===== src/rtl/bcg_pkg.sv =====
package bcg_pkg;

    typedef enum logic [2:0] {
        BL_ONE  = 3'b000,
        BL_TWO  = 3'b001,
        BL_FOUR = 3'b010,
        BL_EIGHT= 3'b011,
        BL_PAGE = 3'b111
    } bl_code_e;

    typedef struct packed {
        logic [1:0] len_log;   // log2 of beats for fixed bursts
        logic       page;      // whole-page burst
        logic       ilv;       // interleaved ordering
        logic       bad;       // reserved length code
    } burst_cfg_t;

    function automatic burst_cfg_t decode_cfg(input logic [2:0] lcode, input logic tbit);
        burst_cfg_t c;
        c.len_log = 2'd0;
        c.page    = 1'b0;
        c.ilv     = tbit;
        c.bad     = 1'b0;
        case (lcode)
            BL_ONE:   c.len_log = 2'd0;
            BL_TWO:   c.len_log = 2'd1;
            BL_FOUR:  c.len_log = 2'd2;
            BL_EIGHT: c.len_log = 2'd3;
            BL_PAGE:  c.page    = 1'b1;
            default:  c.bad     = 1'b1;
        endcase
        return c;
    endfunction

    function automatic logic lat_supported(input logic [2:0] f);
        return (f == 3'd2) || (f == 3'd3);
    endfunction

endpackage


===== src/rtl/bcg_mode_dec.sv =====
module bcg_mode_dec
    import bcg_pkg::*;
#(
    parameter int MODE_W = 12
) (
    input  logic [MODE_W-1:0] mode_word,
    output burst_cfg_t        cfg,
    output logic              lat_bad
);
    localparam int LEN_LSB = 0;
    localparam int TYP_BIT = 3;
    localparam int LAT_LSB = 4;

    always_comb begin
        cfg     = decode_cfg(mode_word[LEN_LSB +: 3], mode_word[TYP_BIT]);
        lat_bad = !lat_supported(mode_word[LAT_LSB +: 3]);
    end
endmodule


===== src/rtl/bcg_beat_ctr.sv =====
module bcg_beat_ctr
    import bcg_pkg::*;
#(
    parameter int COL_W = 9
) (
    input  logic             clk,
    input  logic             rst,
    input  logic             start,
    input  logic             stop,
    input  logic             adv,
    input  burst_cfg_t       cfg_in,
    output logic             active,
    output logic [COL_W-1:0] idx,
    output burst_cfg_t       cfg_q,
    output logic             last
);
    logic [COL_W-1:0] lim;

    always_comb begin
        lim  = (COL_W'(1) << cfg_q.len_log) - COL_W'(1);
        last = active && !cfg_q.page && (idx == lim);
    end

    always_ff @(posedge clk) begin
        if (rst) begin
            active <= 1'b0;
            idx    <= '0;
            cfg_q  <= '0;
        end else if (start) begin
            active <= 1'b1;
            idx    <= '0;
            cfg_q  <= cfg_in;
        end else if (stop) begin
            active <= 1'b0;
        end else if (active && adv) begin
            if (last) active <= 1'b0;
            else      idx    <= idx + COL_W'(1);
        end
    end


    restart_chk: assert property (@(posedge clk) disable iff (rst)
        start |=> (active && idx == '0));

    stop_end_chk: assert property (@(posedge clk) disable iff (rst)
        (stop && !start) |=> !active);

    hold_beat_chk: assert property (@(posedge clk) disable iff (rst)
        (active && !adv && !start && !stop) |=> (active && $stable(idx)));

    last_end_chk: assert property (@(posedge clk) disable iff (rst)
        (last && adv && !start && !stop) |=> !active);
endmodule


===== src/rtl/bcg_addr_map.sv =====
module bcg_addr_map
    import bcg_pkg::*;
#(
    parameter int COL_W = 9
) (
    input  logic [COL_W-1:0] base,
    input  logic [COL_W-1:0] idx,
    input  burst_cfg_t       cfg,
    output logic [COL_W-1:0] col
);
    logic [COL_W-1:0] sum;
    logic [COL_W-1:0] mix;

    assign sum = base + idx;
    assign mix = base ^ idx;

    for (genvar b = 0; b < COL_W; b++) begin : g_bit
        always_comb begin
            if (cfg.page)
                col[b] = sum[b];
            else if (int'(cfg.len_log) > b)
                col[b] = cfg.ilv ? mix[b] : sum[b];
            else
                col[b] = base[b];
        end
    end
endmodule


===== src/rtl/burst_col_gen.sv =====
module burst_col_gen
    import bcg_pkg::*;
#(
    parameter int MODE_W = 12,
    parameter int COL_W  = 9
) (
    input  logic              clk,
    input  logic              rst,
    input  logic [MODE_W-1:0] mode_word,
    input  logic              start,
    input  logic [COL_W-1:0]  col_in,
    input  logic              adv_en,
    input  logic              stop,
    output logic [COL_W-1:0]  col_out,
    output logic              beat_valid,
    output logic              last_beat,
    output logic              len_err,
    output logic              lat_bad
);
    burst_cfg_t       cfg_dec;
    burst_cfg_t       cfg_q;
    logic             active;
    logic             last;
    logic [COL_W-1:0] idx;
    logic [COL_W-1:0] base_q;

    bcg_mode_dec #(.MODE_W(MODE_W)) u_dec (
        .mode_word (mode_word),
        .cfg       (cfg_dec),
        .lat_bad   (lat_bad)
    );

    bcg_beat_ctr #(.COL_W(COL_W)) u_ctr (
        .clk    (clk),
        .rst    (rst),
        .start  (start),
        .stop   (stop),
        .adv    (adv_en),
        .cfg_in (cfg_dec),
        .active (active),
        .idx    (idx),
        .cfg_q  (cfg_q),
        .last   (last)
    );

    always_ff @(posedge clk) begin
        if (rst)        base_q <= '0;
        else if (start) base_q <= col_in;
    end

    bcg_addr_map #(.COL_W(COL_W)) u_map (
        .base (base_q),
        .idx  (idx),
        .cfg  (cfg_q),
        .col  (col_out)
    );

    assign beat_valid = active;
    assign last_beat  = last;
    assign len_err    = active && cfg_q.bad;


    page_step_chk: assert property (@(posedge clk) disable iff (rst)
        (beat_valid && cfg_q.page && adv_en && !start && !stop)
        |=> (col_out == $past(col_out) + COL_W'(1)) && !last_beat);
    // R4 (upper column bits also stay fixed for R3)
    upper_fixed_chk: assert property (@(posedge clk) disable iff (rst)
        (beat_valid && !cfg_q.page) |-> (((col_out ^ base_q) >> cfg_q.len_log) == '0));

    bad_single_chk: assert property (@(posedge clk) disable iff (rst)
        len_err |-> (last_beat && col_out == base_q));

    last_valid_chk: assert property (@(posedge clk) disable iff (rst)
        last_beat |-> beat_valid);
endmodule


===== config.mk =====
export PLATFORM = sky130hd
export DESIGN_NAME = burst_col_gen
export DESIGN_NICKNAME = d
export VERILOG_FILES = /design/src/rtl/bcg_pkg.sv /design/src/rtl/bcg_mode_dec.sv /design/src/rtl/bcg_beat_ctr.sv /design/src/rtl/bcg_addr_map.sv /design/src/rtl/burst_col_gen.sv
export SDC_FILE = /design/constraint.sdc
export NUM_CORES = 1
export LEC_CHECK = 0
export ABC_AREA = 1
export BUFFER_PORTS_ARGS = -buffer_cell sky130_fd_sc_hd__clkbuf_2
export CORE_MARGIN = 4
export CORE_UTILIZATION = 59
export DETAILED_ROUTE_END_ITERATION = 10
export HOLD_SLACK_MARGIN = 0.1
export PLACE_DENSITY = 0.84
export SYNTH_ARGS = -nofsm -noshare
export SYNTH_HDL_FRONTEND = slang
export SYNTH_HIERARCHICAL = 1
export SYNTH_SLANG_ARGS = --single-unit

===== constraint.sdc =====
create_clock -name clk -period 3 [get_ports clk]
set_input_delay 0.3 -clock clk [delete_from_list [all_inputs] [get_ports clk]]
set_output_delay 0.3 -clock clk [all_outputs]
set_load 0.005 [all_outputs]

==> metrics.cfg, run 1 <==
[synth]
synthArstFlopShare_pct = 0
synth.distinct_cells = 39
synth_area_leaders = dfxtp_1, nand2_1, nor2_1
ys_seq_elements = 24
yosysMostFrequentCell = nand2_1
syn_area_um2 = 1820
synth_top_cell_area_share_pct = 26.5
synth.largest_area_cell = dfxtp_1
yosysWarnings = 6
ys.flop_type = dfxtp_1
ys_seq_area_share_pct = 26.5
avgSynthCellArea_um2 = 6.24
synth-edff-count = 0
syn_nets = 328
synth_common_cells = nand2_1, nor2_1, inv_1, dfxtp_1, nand3_1
syn-instance-count = 291

[global_route]
grt-ovfl-total = 0
grt_pass1_vias = 1591
grt_max_degree = 24
grtUsageTotal_pct = 20.2
grt_pass1_wl_mm = 6.69
antenna_found_initial = 0

[floorplanning]
die_x_um = 63.5
io_pins = 39
die_area_um2 = 4030
chipHeight_um = 63.5
core-area_um2 = 2850
std_cell_rows = 19
initial_utilization_pct = 63.6

[final_layout]
drive_gt1_share_pct = 17.3
fillerInstances = 255
final_area_um2 = 2000
finalNetCount = 361
syn_to_final_growth_pct = 10.3
antenna_cells = 0

[drt]
ant_nets = 0
wl_per_cell_um = 10.7
firstDrtPassIters = 4
wl_mm = 3.78
drc = 0
detailedRoute.firstIterationViolations = 112
avgViaCountPerCell = 5.09
vias = 1802

[clock_network]
ctsResizeCount = 0
cts-root-buf = clkbuf_4
cts_tree = built
clkLatencyLatePin_ps = 330
cts_setup_buffers = 0
clock-sinks = 24
hold_buffers = 0
cts.clk_slew.worst_paths_ps = 130
cts.path.max_buffers = 2
numCtsBuffers = 3
htreeDepth = 1

[sta]
min_period_ps = 2350
timing.final.hold_violations = 0
rsz0062_at_grt = false
hold_ws_ps = 181
slew_headroom_pct = 65.8
worst_pin_slew_ps = 512
fin_skew_ps = 6.68
final.setup.tns_ps = 0
layout_setup_ws_ps = 649
maxSlewViolCount = 0
fmax_mhz = 425
setup_viol = 0
timing.final.crit_share_pct = 78.4

[place]
place_congestion = 0.807
hpwl_mm = 2.95
place_area_um2 = 1970
portBuffers = 32
place_ws_ps = 1020

[hold_path]
worstHoldStart = rst
hold_depth = 2
min_to = u_ctr/active
holdCritPathClass = primary input to register

[worst_setup_path]
ff2ff_path_depth = 11
cp_max_fo = 6
slowest_stage = dfxtp_1
rrSetupSlack_ps = 1270
start_kind = register
worstPathRequired_ps = 2700
worstSetupPathType = register to output pin
crit_top_cell = nand2_1
cp.arrival_ps = 2050
cp-end-kind = output pin
path_cells = ha_1, fa_1, nand2_1, nand2_1, and2_4, nand2_2, nand2_1, o21ai_1, clkbuf_2
cp_slowest_stage_delay_ps = 410
r2r_start = u_ctr/cfg_q[4]
rr_endpoint = u_ctr/idx[2]

[power]
power_uw = 672
peakVddDrop_v = 0.000302
leakage_nw = 1.08
powerDensity_nw_per_um2 = 336

[flow_run]
cap_viol_max_count = 0

[status]
status = complete, no violations

[logic make-up (layout without fill, tap and decap cells)]
family,Yosys count,in the layout,share of synthesized area [%]
flops,24,24,26.5
xor+xnor,3,3,1.45
simple gates,170,170,41.6
buf+inv,52,84,12.7
mux,1,1,0.551
compound gates,30,30,9.30
fa+ha+maj,11,11,7.99
[routing by layer]
| layer | part of all wire (%) | global-route usage (%) | vias to the layer above |
|---|---|---|---|
| met3 | 4.6 | 3.02 | 5 |
| met2 | 45 | 33.8 | 40 |
| met1 | 49 | 26.1 | 785 |
| li1 | - | - | 972 |
| met5 | 0 | 0 | - |
| met4 | 1.4 | 7.28 | 0 |
[flip-flops by register name, summed over array words and instances (netlist names)]
| signal | count |
|---|---|
| u_ctr/cfg_q | 5 |
| base_q | 9 |
| u_ctr/active | 1 |
| u_ctr/idx | 9 |
[area by class of cell]
class                           count  area, um2  share of cell area [%]
Sequential cell                    24        480                    24.0
Multi-Input combinational cell    215       1100                    55.2
Clock buffer                        4       36.3                    1.81
Inverter                           48        183                    9.12
Tap cell                           31       38.8                    1.94
Timing Repair Buffer               32        160                    8.00
[power breakdown]
part           leakage [nW]  internal [mW]  total (mW)  switching, mW
Sequential            0.197          0.333       0.351         0.0177
Clock                0.0210         0.0744       0.179          0.104
Combinational         0.864         0.0610       0.143         0.0817
Total                  1.08          0.468       0.672          0.204
[worst max path at each step]
stage / start / endpoint / slack, ps / cells past startpoint
2_1_floorplan: u_ctr/idx[0] / col_out[4] / 1270 / 8
3_5_place_dp: u_ctr/idx[0] / col_out[4] / 1020 / 9
3_3_place_gp: u_ctr/idx[0] / col_out[4] / 1020 / 9
4_1_cts: u_ctr/idx[0] / col_out[4] / 640 / 9
5_1_grt: u_ctr/idx[0] / col_out[4] / 470 / 9
6_report: u_ctr/idx[0] / col_out[4] / 650 / 9
[stage by stage]
stage	util, %	cells
floorplan	-	291
global placement	68.9	350
detailed placement	68.9	350
CTS	70.2	354
global route	70.2	354
finish	70.2	354
[critical path: cells and delay by family, from the launching register on]
kind / cells / cell delay (ps)
adders and majority gates: 2 / 660
DFF: 1 / 410
and+or+nand+nor: 5 / 390
AOI/OAI and AO/OA: 1 / 130
buffers and inverters: 1 / 130
[cell usage in the layout (no fill, tap or decap), drive strengths merged]
master	synthesis	routed
nand2	86	86
nor2	52	52
inv	47	47
clkbuf	1	36
dfxtp	24	24
nand3	19	19
a21oi	17	17
ha	10	10
o21ai	8	8
nand3b	4	4
nand4	3	3
nor3	3	3
xnor2	2	2
or2	2	2
clkinv	1	1
a31oi	1	1
a211oi	1	1
o21a	1	1
xor2	1	1
and2	1	1
a22oi	1	1
o31ai	1	1
mux2i	1	1
fa	1	1
Power figures use the tool's default switching activity.
==> inputs of run 2 (changes only) <==
--- a/config.mk
+++ b/config.mk
@@ -8,10 +8,10 @@
 export ABC_AREA = 1
 export BUFFER_PORTS_ARGS = -buffer_cell sky130_fd_sc_hd__clkbuf_2
 export CORE_MARGIN = 4
-export CORE_UTILIZATION = 59
+export CORE_UTILIZATION = 49
 export DETAILED_ROUTE_END_ITERATION = 10
 export HOLD_SLACK_MARGIN = 0.1
-export PLACE_DENSITY = 0.84
+export PLACE_DENSITY = 0.75
 export SYNTH_ARGS = -nofsm -noshare
 export SYNTH_HDL_FRONTEND = slang
 export SYNTH_HIERARCHICAL = 1
==> constraint.sdc (replaced) <==
create_clock -name clk -period 1.95 [get_ports clk]
set_input_delay 0.195 -clock clk [delete_from_list [all_inputs] [get_ports clk]]
set_output_delay 0.195 -clock clk [all_outputs]
set_load 0.005 [all_outputs]
==> run 2 against run 1 <==
Against the previous run:
- the run now ends with negative setup slack left
- clock power rose by 140%
- via count down 0.39%
- sequential cell count is the same
- combinational power up 75%
- worst setup slack lost 670 ps
- die area increased by 18%
- routed wire length up 8.8%
- critical path type unchanged
- highest routed layer unchanged
- clock skew down 6.0 ps
==> metrics.cfg, run 2 (same netlist as run 1, synthesis figures left out) <==
[clock_network]
clkLatencyLatePin_ps = 260  ; -70 ps
numCtsBuffers = 3  ; unchanged
cts_tree = built
cts.path.max_buffers = 2  ; unchanged
htreeDepth = 1  ; unchanged
clock-sinks = 24  ; unchanged
hold_buffers = 0  ; unchanged
cts.clk_slew.worst_paths_ps = 80  ; -50 ps
cts-root-buf = clkbuf_8

[hold_path]
holdCritPathClass = primary input to register
worstHoldStart = mode_word[3]

[worst_setup_path]
worstSetupPathType = register to output pin
start_kind = register
r2r_start = u_ctr/cfg_q[4]
worstPathRequired_ps = 1750  ; -950 ps
cp_max_fo = 3  ; -3
cp-end-kind = output pin
cp.arrival_ps = 1780  ; -270 ps
cp-startpoint = u_ctr/idx[0]

[status]
status = finished with violations
violations = negative setup slack

[drt]
wl_per_cell_um = 10.9  ; +2.2%
vias = 1795  ; -0.39%
detailedRoute.firstIterationViolations = 69  ; -38%
route.met3.wl_um = 158  ; -8.1%
ant_nets = 0  ; unchanged
wl_met1_mm = 1.94  ; +5.0%
drc = 0  ; unchanged
firstDrtPassIters = 4  ; unchanged
wl_mm = 4.11  ; +8.8%
avgViaCountPerCell = 4.76  ; -6.5%
wl_met2_mm = 1.97  ; +16%
top_layer = met4

[floorplanning]
initial_utilization_pct = 52.3  ; -11 points
die_x_um = 68.9  ; +8.5%
core-area_um2 = 3470  ; +22%
die_area_um2 = 4740  ; +18%
io_pins = 39  ; unchanged
chipHeight_um = 68.9  ; +8.5%
std_cell_rows = 21  ; +2

[global_route]
grt_pass1_vias = 1654  ; +4.0%
antenna_found_initial = 0  ; unchanged
grt_pass1_wl_mm = 7.18  ; +7.3%
grt-ovfl-total = 0  ; unchanged
grt_max_degree = 24  ; unchanged
grtUsageTotal_pct = 19.8  ; -0.33 points

[sta]
slew_headroom_pct = 67.8  ; +2.0 points
timing.final.hold_violations = 0  ; unchanged
min_period_ps = 1970
layout_setup_ws_ps = -23.3  ; -672 ps
setup_viol = 2  ; +2
fmax_mhz = 507
rsz0062_at_grt = true
worst_pin_slew_ps = 483  ; -29.6 ps
maxSlewViolCount = 0  ; unchanged
timing.final.crit_share_pct = 101
fin_skew_ps = 0.714  ; -5.96 ps

[final_layout]
layout_commonest_cell = nand2_1
antenna_cells = 0  ; unchanged
reg_top3 = base_q: 9 flops, u_ctr/idx: 9 flops, u_ctr/cfg_q: 5 flops
syn_to_final_growth_pct = 22.2
finalNetCount = 369  ; +2.2%
fillerInstances = 352  ; +38%
drive_gt1_share_pct = 24.8  ; +7.4 points
layout.area.seq_um2 = 489  ; +1.8%
final_cells = 377  ; +6.5%
layout_common_cells = nand2_1, nor2_1, inv_1
multi_input_area_um2 = 1190  ; +8.2%

[place]
portBuffers = 32  ; unchanged
place_congestion = 0.917  ; +14%
place_inst = 369  ; +5.4%
hpwl_mm = 3.13  ; +6.1%

[power]
power_mw = 1.22  ; +82%
leakage_nw = 1.13  ; +4.6%
powerDensity_nw_per_um2 = 552  ; +64%
peakVddDrop_v = 0.000519  ; +72%

[flow_run]
cap_viol_max_count = 0  ; unchanged

==> run 2: changes by cell type in the layout (fill, tap and decap cells not counted), moves of 2 or more <==
cell,delta
a21oi_2,+2
nand2_2,+2
ha_4,+5
clkbuf_8,+2
dfxtp_2,+4
a21oi_1,-2
dfxtp_1,-5
buf_4,+8
clkbuf_4,-3
nand2_1,-2
ha_1,-5
==> run 2: area by class of cell <==
cell class	instances	area share, %
flip-flops and latches	24	22.1
inverters	48	8.35
well taps	46	2.59
clock inverters	1	1.35
clock buffers	3	1.86
multi-input cells	215	53.9
repair buffers	40	9.93
==> run 2: power breakdown <==
part / leakage, nW / internal [mW] / switching, mW
sequential: 0.199 / 0.512 / 0.0302
combinational: 0.898 / 0.115 / 0.135
clock: 0.0357 / 0.274 / 0.157
==> run 2: worst paths after layout <==
kind	endpoint	slack, ps	cells after the start
setup / recovery	col_out[4]	-20	9
hold / removal	u_ctr/cfg_q[1]	150	3
setup reg to reg	u_ctr/idx[0]	260	12
hold reg to reg	base_q[0]	510	2
==> run 2: layer usage <==
metal	vias up	GRT usage, %
li1	985	-
met1	780	25.5
met2	28	34.0
met3	2	3.73
met4	0	4.87
met5	-	0
==> run 2: metrics by stage <==
step,setup WS (ps),util (%),hold WS (ps),setup TNS [ps],area (um2)
final,-23.3,64.0,151,-45.2,2220
after floorplan,321,-,264,0,1820
after CTS,-31.8,61.9,144,-59.5,2150
after detailed placement,134,58.1,425,0,2020
after global placement,170,58.1,421,0,2020
after global routing,-132,64.0,154,-447,2220
==> run 2: timing repair <==
item                       in CTS  in global routing
setup buffers                   3                  1
setup endpoints to repair       8                  8
gates resized for setup        13                 10
pin swaps                       3                  2
gates cloned                    0                  0
==> run 2: worst max-delay path: stages (launching register included) <==
cell	delay, ps
dfxtp_2	350
ha_4	160
fa_2	350
nand2_2	80
nand2_2	80
and2_4	150
nand2_2	40
nand2_1	40
o21ai_1	130
clkbuf_2	120
==> inputs of run 3 (changes only) <==
--- a/config.mk
+++ b/config.mk
@@ -5,13 +5,13 @@
 export SDC_FILE = /design/constraint.sdc
 export NUM_CORES = 1
 export LEC_CHECK = 0
-export ABC_AREA = 1
 export BUFFER_PORTS_ARGS = -buffer_cell sky130_fd_sc_hd__clkbuf_2
 export CORE_MARGIN = 4
 export CORE_UTILIZATION = 49
 export DETAILED_ROUTE_END_ITERATION = 10
 export HOLD_SLACK_MARGIN = 0.1
 export PLACE_DENSITY = 0.75
+export SKIP_CTS_REPAIR_TIMING = 1
 export SYNTH_ARGS = -nofsm -noshare
 export SYNTH_HDL_FRONTEND = slang
 export SYNTH_HIERARCHICAL = 1
==> run 3 against run 2 <==
Against the previous run:
- the run still ends with negative setup slack left
- largest power group unchanged
- routed wire length up 8.3%
- final cell count fell by 15%
- worst setup slack got worse by 560 ps
- fmax down 22%
==> metrics.cfg, run 3 <==
[worst_setup_path]
cp_max_fo = 3  ; unchanged
crit_buf_inv = 1  ; unchanged
rr_endpoint = u_ctr/idx[2]
worstPathRequired_ps = 1750  ; about the same
path_cells = ha_4, fa_2, a21oi_4, o22ai_1, o41a_1, xnor2_1, o32ai_1, buf_2
worstSetupPathType = register to output pin
cp.arrival_ps = 2340  ; +560 ps
cp_top_family = compound AO/OA/AOI/OAI gates
cp_slowest_stage_delay_ps = 370  ; +20 ps
cp-end-kind = output pin
slowest_stage = fa_2
rrSetupSlack_ps = 20  ; -240 ps
ff2ff_path_depth = 8  ; -4
start_kind = register
r2r_start = u_ctr/cfg_q[3]

[place]
place_area_um2 = 2140  ; +6.1%
place_congestion = 0.922  ; +0.53%
place_inst = 313  ; -15%
hpwl_mm = 3.32  ; +6.2%
portBuffers = 32  ; unchanged

[hold_path]
hold_depth = 3  ; unchanged
min_to = base_q[5]
worstHoldStart = col_in[5]
holdCritPathClass = primary input to register

[clock_network]
cts-root-buf = clkbuf_4
clkLatencyLatePin_ps = 310  ; +50 ps
cts.path.max_buffers = 2  ; unchanged
numCtsBuffers = 3  ; unchanged
cts.clk_slew.worst_paths_ps = 130  ; +50 ps
cts_tree = built
htreeDepth = 1  ; unchanged
clock-sinks = 24  ; unchanged

[drt]
vias = 1779  ; -0.89%
wl_per_cell_um = 13.9  ; +27%
wl_mm = 4.45  ; +8.3%
ant_nets = 0  ; unchanged
drc = 0  ; unchanged
avgViaCountPerCell = 5.54  ; +16%
firstDrtPassIters = 4  ; unchanged
detailedRoute.firstIterationViolations = 57  ; -17%

[synth]
synth-edff-count = 0  ; unchanged
ys_seq_area_share_pct = 27.0  ; +0.54 points
ys.flop_type = dfxtp_1
ys_seq_elements = 24  ; unchanged
syn-instance-count = 217  ; -25%
synth.largest_area_cell = dfxtp_1
syn_area_um2 = 1780  ; -2.0%
syn_nets = 254  ; -23%
synth_common_cells = nor2_1, dfxtp_1, mux2i_1, nand2_1, nand3_1
synthArstFlopShare_pct = 0  ; unchanged
yosysWarnings = 6  ; unchanged
yosysMostFrequentCell = nor2_1
avgSynthCellArea_um2 = 8.20  ; +31%
synth.distinct_cells = 54  ; +38%
synth_area_leaders = dfxtp_1, mux2i_1, ha_1
synth_top_cell_area_share_pct = 27.0  ; +0.54 points

[power]
leakage_nw = 1.01  ; -11%
power_frac_clock_pct = 26.1  ; -9.2 points
peakVddDrop_v = 0.000399  ; -23%
swShare_pct = 27.3  ; +0.91 points
power_mw = 1.02  ; -17%
powerDensity_nw_per_um2 = 446  ; -19%
seq_power_share_pct = 51.7  ; +7.4 points
total_switching_power_uw = 278  ; -14%
internal_power_uw = 740  ; -18%
comb_power_share_pct = 22.2  ; +1.7 points

[sta]
hold_ws_ps = 106  ; -45.1 ps
maxSlewViolCount = 0  ; unchanged
final.setup.tns_ps = -2320  ; -2280 ps
setup_viol = 8  ; +6
slew_headroom_pct = 74.8  ; +7.0 points
fin_skew_ps = 2.04  ; +1.33 ps
min_period_ps = 2540  ; +565 ps
fmax_mhz = 394  ; -22%
worst_pin_slew_ps = 377  ; -105 ps
rsz0062_at_grt = true
timing.final.crit_share_pct = 130  ; +29 points
layout_setup_ws_ps = -588  ; -565 ps
timing.final.hold_violations = 0  ; unchanged

[floorplanning]
core-area_um2 = 3420  ; -1.5%
initial_utilization_pct = 52.1  ; -0.26 points
io_pins = 39  ; unchanged
die_x_um = 68.3  ; -0.89%
std_cell_rows = 21  ; unchanged
chipHeight_um = 68.3  ; -0.89%
die_area_um2 = 4660  ; -1.8%

[global_route]
grtUsageTotal_pct = 19.1  ; -0.70 points
grt_max_degree = 17  ; -29%
grt_pass1_wl_mm = 6.84  ; -4.7%
antenna_found_initial = 0  ; unchanged
grt_pass1_vias = 1540  ; -6.9%
grt-ovfl-total = 0  ; unchanged

[final_layout]
final_area_um2 = 2280  ; +2.8%
layout_common_cells = clkbuf_2, buf_4, nor2_1
antenna_cells = 0  ; unchanged
reg_top3 = base_q: 9 flops, u_ctr/idx: 9 flops, u_ctr/cfg_q: 5 flops
layout_commonest_cell = clkbuf_2
finalNetCount = 313  ; -15%
drive_gt1_share_pct = 33.5  ; +8.7 points
syn_to_final_growth_pct = 28.1
final_cells = 321  ; -15%

[status]
status = finished with violations
violations = negative setup slack

[flow_run]
cap_viol_max_count = 0  ; unchanged

-- run 3: cell count changes after synthesis, sizes merged, moves of 4 or more --
| cell | change |
|---|---|
| buf | +5 |
| nand3 | -7 |
| nand2 | -73 |
| xor2 | +6 |
| nor3 | +6 |
| o211ai | +5 |
| nor2 | -25 |
| inv | -36 |
| a21oi | -6 |
| mux2i | +14 |
| mux2 | +4 |
-- run 3: power by group through the flow --
| stage | Sequential [mW] | Clock, mW | Combinational, mW |
|---|---|---|---|
| detailed placement | 0.535 | 0 | 0.207 |
| floorplan | 0.533 | 0 | 0.126 |
| global placement | 0.534 | 0 | 0.202 |
| finish | 0.526 | 0.266 | 0.226 |
| global route | 0.528 | 0.296 | 0.251 |
| CTS | 0.524 | 0.274 | 0.207 |
-- run 3: area by class of cell --
type | instances | area (um2)
Multi-Input combinational cell | 172 | 1250
Tap cell | 46 | 57.6
Sequential cell | 24 | 487
Clock buffer | 4 | 36.3
Inverter | 11 | 41.3
Timing Repair Buffer | 64 | 409
Fill cell | 315 | 1140
-- run 3: metrics by stage --
| stage | setup slack, ps | util (%) |
|---|---|---|
| after floorplan | -96.3 | - |
| after global placement | -257 | 62.6 |
| after detailed placement | -271 | 62.6 |
| after CTS | -660 | 63.7 |
| after global routing | -725 | 66.7 |
| final | -588 | 66.7 |
-- run 3: worst max path at each step --
| stage | start | end | slack, ps | cells past startpoint |
|---|---|---|---|---|
| 2_1_floorplan | u_ctr/idx[0] | col_out[8] | -100 | 7 |
| 3_3_place_gp | u_ctr/idx[0] | col_out[8] | -260 | 8 |
| 3_5_place_dp | u_ctr/idx[0] | col_out[8] | -270 | 8 |
| 4_1_cts | u_ctr/idx[0] | col_out[8] | -660 | 8 |
| 5_1_grt | u_ctr/idx[0] | col_out[8] | -730 | 8 |
| 6_report | base_q[0] | col_out[8] | -590 | 8 |
-- run 3: kinds of logic after synthesis --
kind of cell    synth area share (%)
xor+xnor                        4.92
buf+inv                         6.47
mux                             11.0
simple gates                    25.2
flops                           27.0
fa+ha+maj                       8.16
compound gates                  17.3
-- run 3: tightest hold or removal path: stages --
cell and delay (ps):
clkbuf_2 70, mux2i_1 50, nor2_1 70
-- run 3: layer usage --
layer  track usage, %  part of all wire [%]  vias up
li1                 -                     -      907
met1             24.3                    45      830
met2             33.6                    50       38
met3             3.61                   4.0        4
met4             3.72                  0.81        0
met5                0                     0        -
